File: config.mk
export PLATFORM = sky130hd
export DESIGN_NAME = sw_route_port
export DESIGN_NICKNAME = d
export VERILOG_FILES = /design/src/rtl/sw_route_pkg.sv /design/src/rtl/sw_cfg_regs.sv /design/src/rtl/sw_route_calc.sv /design/src/rtl/sw_route_port.sv
export SDC_FILE = /design/constraint.sdc
export NUM_CORES = 1
export LEC_CHECK = 0
export BUFFER_PORTS_ARGS = -buffer_cell sky130_fd_sc_hd__buf_2
export CORE_MARGIN = 3
export CORE_UTILIZATION = 52
export DETAILED_ROUTE_END_ITERATION = 8
export PLACE_DENSITY = 0.82
export SYNTH_ARGS = -nofsm -noshare
export SYNTH_HDL_FRONTEND = slang
export SYNTH_HIERARCHICAL = 1
export SYNTH_SLANG_ARGS = --single-unit
File: constraint.sdc
create_clock -name clk -period 2.5 [get_ports clk]
set_input_delay 0.5 -clock clk [delete_from_list [all_inputs] [get_ports clk]]
set_output_delay 0.5 -clock clk [all_outputs]
set_load 0.01 [all_outputs]
File: src/rtl/sw_route_pkg.sv
package sw_route_pkg;

    typedef enum logic {
        ST_HDR   = 1'b0,
        ST_ROUTE = 1'b1
    } route_st_e;

    localparam logic [7:0] TOK_END   = 8'h01;
    localparam logic [7:0] TOK_PAUSE = 8'h02;

    localparam logic [7:0] ADDR_MODE  = 8'h04;
    localparam logic [7:0] ADDR_ID    = 8'h05;
    localparam logic [7:0] ADDR_TABLE = 8'h10;

endpackage

File: src/rtl/sw_cfg_regs.sv
module sw_cfg_regs #(
    parameter int ID_W   = 16,
    parameter int DIR_W  = 2,
    parameter int ADDR_W = 8
) (
    input  logic                      clk,
    input  logic                      rst_n,
    input  logic                      cfg_we,
    input  logic [ADDR_W-1:0]         cfg_addr,
    input  logic [ID_W-1:0]           cfg_wdata,
    output logic                      short_mode,
    output logic [ID_W-1:0]           sw_id,
    output logic [ID_W*DIR_W-1:0]     rt_tbl
);
    import sw_route_pkg::*;

    typedef struct packed {
        logic                       mode;
        logic [ID_W-1:0]            id;
        logic [ID_W-1:0][DIR_W-1:0] tbl;
    } cfg_t;

    cfg_t cfg_d, cfg_q;

    always_comb begin
        cfg_d = cfg_q;
        if (cfg_we) begin
            if (cfg_addr == ADDR_W'(ADDR_MODE)) begin
                cfg_d.mode = cfg_wdata[0];
            end
            if (cfg_addr == ADDR_W'(ADDR_ID)) begin
                cfg_d.id = cfg_wdata;
            end
            for (int i = 0; i < ID_W; i++) begin
                if (cfg_addr == ADDR_W'(int'(ADDR_TABLE) + i)) begin
                    cfg_d.tbl[i] = cfg_wdata[DIR_W-1:0];
                end
            end
        end
    end

    always_ff @(posedge clk) begin
        if (!rst_n) begin
            cfg_q <= '0;
        end else begin
            cfg_q <= cfg_d;
        end
    end

    assign short_mode = cfg_q.mode;
    assign sw_id      = cfg_q.id;
    assign rt_tbl     = cfg_q.tbl;

endmodule

File: src/rtl/sw_route_calc.sv
module sw_route_calc #(
    parameter int ID_W      = 16,
    parameter int CORE_BITS = 2,
    parameter int DIR_W     = 2,
    parameter int SHORT_W   = 3
) (
    input  logic                  short_mode,
    input  logic [7:0]            hdr_hi,
    input  logic [7:0]            hdr_lo,
    input  logic [7:0]            hdr_last,
    input  logic [ID_W-1:0]       sw_id,
    input  logic [ID_W*DIR_W-1:0] rt_tbl,
    output logic                  is_local,
    output logic [DIR_W-1:0]      dir,
    output logic [7:0]            core,
    output logic [7:0]            chan
);
    localparam int POS_W   = $clog2(ID_W);
    localparam int CHAN_SW = 8 - SHORT_W;
    localparam logic [ID_W-1:0] CORE_MASK = ID_W'((1 << CORE_BITS) - 1);

    logic [ID_W-1:0]  dest;
    logic [ID_W-1:0]  diff_long;
    logic [ID_W-1:0]  diff_short;
    logic [ID_W-1:0]  diff;
    logic [POS_W-1:0] top_pos;

    function automatic logic [POS_W-1:0] top_bit(input logic [ID_W-1:0] v);
        logic [POS_W-1:0] p;
        p = '0;
        for (int i = 0; i < ID_W; i++) begin
            if (v[i]) p = POS_W'(i);
        end
        return p;
    endfunction

    always_comb begin
        dest       = ID_W'({hdr_hi, hdr_lo});
        diff_long  = (dest ^ sw_id) & ~CORE_MASK;
        diff_short = ID_W'(hdr_last[7 -: SHORT_W] ^ sw_id[SHORT_W-1:0]);
        diff       = short_mode ? diff_short : diff_long;
        is_local   = (diff == '0);
        top_pos    = top_bit(diff);
        dir        = rt_tbl[top_pos*DIR_W +: DIR_W];
        core       = short_mode ? 8'h00 : 8'(dest & CORE_MASK);
        chan       = short_mode ? 8'(hdr_last[CHAN_SW-1:0]) : hdr_last;
    end

endmodule

File: src/rtl/sw_route_port.sv
module sw_route_port #(
    parameter int ID_W      = 16,
    parameter int CORE_BITS = 2,
    parameter int DIR_W     = 2
) (
    input  logic             clk,
    input  logic             rst_n,
    input  logic             cfg_we,
    input  logic [7:0]       cfg_addr,
    input  logic [15:0]      cfg_wdata,
    input  logic             in_valid,
    input  logic             in_ctrl,
    input  logic [7:0]       in_data,
    output logic             in_ready,
    output logic             out_valid,
    output logic             out_ctrl,
    output logic [7:0]       out_data,
    input  logic             out_ready,
    output logic             route_active,
    output logic             route_local,
    output logic [DIR_W-1:0] route_dir,
    output logic [7:0]       route_core,
    output logic [7:0]       route_chan
);
    import sw_route_pkg::*;

    localparam int LONG_BYTES = 3;
    localparam int CNT_W      = $clog2(LONG_BYTES);

    typedef struct packed {
        route_st_e        st;
        logic [CNT_W-1:0] cnt;
        logic [7:0]       b_hi;
        logic [7:0]       b_lo;
        logic             loc;
        logic [DIR_W-1:0] dir;
        logic [7:0]       core;
        logic [7:0]       chan;
    } port_t;

    port_t s_d, s_q;

    logic                  short_mode;
    logic [ID_W-1:0]       sw_id;
    logic [ID_W*DIR_W-1:0] rt_tbl;
    logic                  c_local;
    logic [DIR_W-1:0]      c_dir;
    logic [7:0]            c_core;
    logic [7:0]            c_chan;
    logic                  hdr_last;
    logic                  is_release;

    sw_cfg_regs #(
        .ID_W   (ID_W),
        .DIR_W  (DIR_W),
        .ADDR_W (8)
    ) u_cfg (
        .clk        (clk),
        .rst_n      (rst_n),
        .cfg_we     (cfg_we),
        .cfg_addr   (cfg_addr),
        .cfg_wdata  (ID_W'(cfg_wdata)),
        .short_mode (short_mode),
        .sw_id      (sw_id),
        .rt_tbl     (rt_tbl)
    );

    sw_route_calc #(
        .ID_W      (ID_W),
        .CORE_BITS (CORE_BITS),
        .DIR_W     (DIR_W),
        .SHORT_W   (3)
    ) u_calc (
        .short_mode (short_mode),
        .hdr_hi     (s_q.b_hi),
        .hdr_lo     (s_q.b_lo),
        .hdr_last   (in_data),
        .sw_id      (sw_id),
        .rt_tbl     (rt_tbl),
        .is_local   (c_local),
        .dir        (c_dir),
        .core       (c_core),
        .chan       (c_chan)
    );

    always_comb begin
        s_d        = s_q;
        hdr_last   = short_mode || (s_q.cnt == CNT_W'(LONG_BYTES - 1));
        is_release = in_ctrl && ((in_data == TOK_END) || (in_data == TOK_PAUSE));
        if (s_q.st == ST_HDR) begin
            if (in_valid) begin
                if (hdr_last) begin
                    s_d.st   = ST_ROUTE;
                    s_d.cnt  = '0;
                    s_d.loc  = c_local;
                    s_d.dir  = c_dir;
                    s_d.core = c_core;
                    s_d.chan = c_chan;
                end else begin
                    if (s_q.cnt == '0) begin
                        s_d.b_hi = in_data;
                    end else begin
                        s_d.b_lo = in_data;
                    end
                    s_d.cnt = s_q.cnt + 1'b1;
                end
            end
        end else begin
            if (in_valid && out_ready && is_release) begin
                s_d.st = ST_HDR;
            end
        end
    end

    always_ff @(posedge clk) begin
        if (!rst_n) begin
            s_q <= '{st: ST_HDR, default: '0};
        end else begin
            s_q <= s_d;
        end
    end

    assign route_active = (s_q.st == ST_ROUTE);
    assign in_ready     = route_active ? out_ready : 1'b1;
    assign out_valid    = route_active && in_valid;
    assign out_ctrl     = in_ctrl;
    assign out_data     = in_data;
    assign route_local  = s_q.loc;
    assign route_dir    = s_q.dir;
    assign route_core   = s_q.core;
    assign route_chan   = s_q.chan;

endmodule

==> impl_metrics.toml <==
[logic_synthesis]
synth_area_leaders = "dfxtp_1 38%, mux2i_1 14%, nand2_1 6.4%"
ys_types = 52
synthArstFlopShare_pct = 0
synth_largest_area_cell = "dfxtp_1"
synthTopCellsByCount = "87 x dfxtp_1, 77 x nand2_1, 65 x mux2i_1"
syn-cell-area_um2 = 4540
syn_area_per_cell_um2 = 8.64
synth-seq-cells = 87
syn_inst = 526
synth_warnings = 6
yosysMostFrequentCell = "dfxtp_1"
synthFlopType = "dfxtp_1"
yosysTopAreaCellShare_pct = 38.3
synth_edf_count = 0
seq_area_frac_synth_pct = 38.3

[placement]
hpwl_um = 7490
port_buffers = 68
place_area_um2 = 4680
routabilityCongestion = 0.850

[timing]
min_period_over_period_pct = 96.6
tightestPinTransition_ns = 0.995
fin_crit_ns = 2.42
rsz0062_at_grt = "yes"
relSlewSlack_pct = 33.4
fin_skew_ns = 0.00809
setup-violations-final = 0
slew_viol_final = 0
finalHoldViolations = 0
fmax_ghz = 0.414

[clock_tree]
cts_root_buf = "clkbuf_8"
clock_tree.htree_level_count = 3
post-cts-setup-buffers = 0
cts_sinks = 87
insertion_delay_ns = 0.37
cts_made_buffers = 9
cts_tree = "yes"
clock_path_buffers = 2
holdBufCountCts = 0
path_clk_slew_ns = 0.09

[critical_path]
crit_fanout = 16
cp_cell_sequence = "xnor2_1 -> o211ai_1 -> a211oi_2 -> a21oi_2 -> buf_12 -> mux2i_1 -> o22ai_1 -> or4_1 -> nand3_1 -> a21oi_1"
slowest_delay_ns = 0.53
crit_type = "reg2reg"
critical_path.slowest_cell = "or4_1"
critPathRequiredTime_ns = 2.74
cp_data_arrival_time_ns = 2.65
path_buf_inv = 1
end_kind = "register"
startpoint_type = "register"
crit_family = "compound AO/OA/AOI/OAI gates"

[finish]
fin_nets = 592
drive_gt1_share_pct = 20.6
diodes = 0
final_util_pct = 59.0
areaGrowthSynthToFinish_pct = 8.31
stdcell_area_um2 = 4920

[floorplan]
dieArea_um2 = 9900
num_rows = 33
die_h_um = 99.5
coreArea_um2 = 8340
num_io_pins = 69
start_util_pct = 54.5
die_x_um = 99.5

[flow_run]
drv_cap = 0

[global_routing]
use_met2_pct = 34.0
overflow = 0
grt_pass1_vias = 3579
use_met3_pct = 4.56
grt_max_degree = 39
grt_busiest_layer = "met2"
use_met1_pct = 27.6
grt_pass1_wl_um = 17100
antenna_found_initial = 0
globalRouteTotalUtil_pct = 21.3

[routing]
dr.pass1.iters = 5
first_iter_violations = 259
vias = 3736
drc_errors = 0
drt.antenna.violating_nets = 0
routed_via_density = 5.64
wl_um = 10500
wire_per_inst_um = 15.9

[run_status]
status = "completed"

[power]
power_density_nw_per_um2 = 599
p_leak_nw = 2.02
peakVddDrop_v = 0.000280

[worst_hold_path]
holdCritPathClass = "in2reg"
cell usage in the layout (no fill, tap or decap), types with 2 or more instances in the layout:
master,n
and2_1,2
or3_1,2
xor2_1,10
o21ai_0,25
buf_4,11
inv_6,3
ha_1,2
xnor2_1,8
or4_1,3
dfxtp_1,85
clkinvlp_4,3
o21ai_2,2
nand2b_1,4
nand4_1,3
nor2_1,7
a21o_1,2
nand3_1,43
o21ai_1,8
conb_1,6
xnor2_2,2
buf_2,68
nor3_1,9
nor2b_1,9
a21oi_1,43
nor4_1,3
mux2i_1,65
inv_1,5
nor4b_4,2
o22ai_1,8
dfxtp_2,2
clkbuf_8,9
nand2_1,77
per-layer routing:
metal | part of all wire (%) | vias to the layer above
li1 | - | 1844
met1 | 45 | 1744
met2 | 47 | 125
met3 | 5.4 | 23
met4 | 2.1 | 0
met5 | 0 | -
per-stage QoR:
stage / total power, W / TNS [ns] / setup WS (ns) / instances / hold slack (ns)
after floorplan: 0.00185 / 0 / 0.0157 / 531 / 0.432
after global placement: 0.00194 / 0 / 0.0420 / 646 / 0.441
after detailed placement: 0.00196 / -0.0924 / -0.0531 / 646 / 0.451
after CTS: 0.00295 / 0 / 0.0701 / 662 / 0.362
after global routing: 0.00306 / -0.0682 / -0.0477 / 662 / 0.371
final: 0.00295 / 0 / 0.0842 / 662 / 0.368
worst reg2reg max path: cells and delay by family (launching register included):
| family | cells | cell delay (ns) |
|---|---|---|
| simple gates | 2 | 0.61 |
| buf+inv | 1 | 0.17 |
| mux | 1 | 0.18 |
| xor+xnor | 1 | 0.28 |
| flops | 1 | 0.36 |
| compound gates | 5 | 0.69 |
power by group:
group          internal, W  switching [W]
Sequential         0.00141      0.0000223
Combinational     0.000203       0.000309
Clock             0.000472       0.000530
final timing paths:
check / start / to / slack (ns) / cells past startpoint
worst max-delay path: u_cfg/sw_id[5] / route_dir[1] / 0.08 / 10
worst min-delay path: cfg_wdata[11] / u_cfg/sw_id[11] / 0.37 / 3
worst max register to register: u_cfg/sw_id[5] / route_dir[1] / 0.08 / 10
worst min register to register: u_cfg/rt_tbl[10] / u_cfg/rt_tbl[10] / 0.46 / 2
flip-flops by register name, indices dropped and copies added, names as in the netlist:
signal / cells
route_dir: 2
route_local: 1
route_active: 1
s_q: 18
route_core: 8
u_cfg/rt_tbl: 32
route_chan: 8
u_cfg/sw_id: 16
u_cfg/short_mode: 1
area by class of cell:
class	count	area (um^2)
clock inverter	7	78.8
timing repair buffer	80	443
multi-input combinational	369	2380
clock buffer	9	124
tap	105	131
sequential	87	1740
inverter	5	18.8
fill	742	3420
what timing repair did:
item | 4_1_cts | 5_1_grt
hold endpoints to repair | 0 | 0
resized for setup | 0 | 8
endpoints found under the setup margin | 0 | 2
cell families (layout without fill, tap and decap cells):
logic type | after synthesis | count (layout) | synth area share, %
buffers and inverters | 75 | 101 | 10.6
xor gates and xnor gates | 21 | 21 | 4.05
AOI/OAI and AO/OA | 100 | 100 | 12.6
adders and majority gates | 2 | 2 | 0.551
DFF | 87 | 87 | 38.3
and+or+nand+nor | 175 | 175 | 19.5
muxes | 65 | 65 | 14.3
other | 1 | 6 | 0.0825
Note: power is estimated with default switching activity, not from simulation.
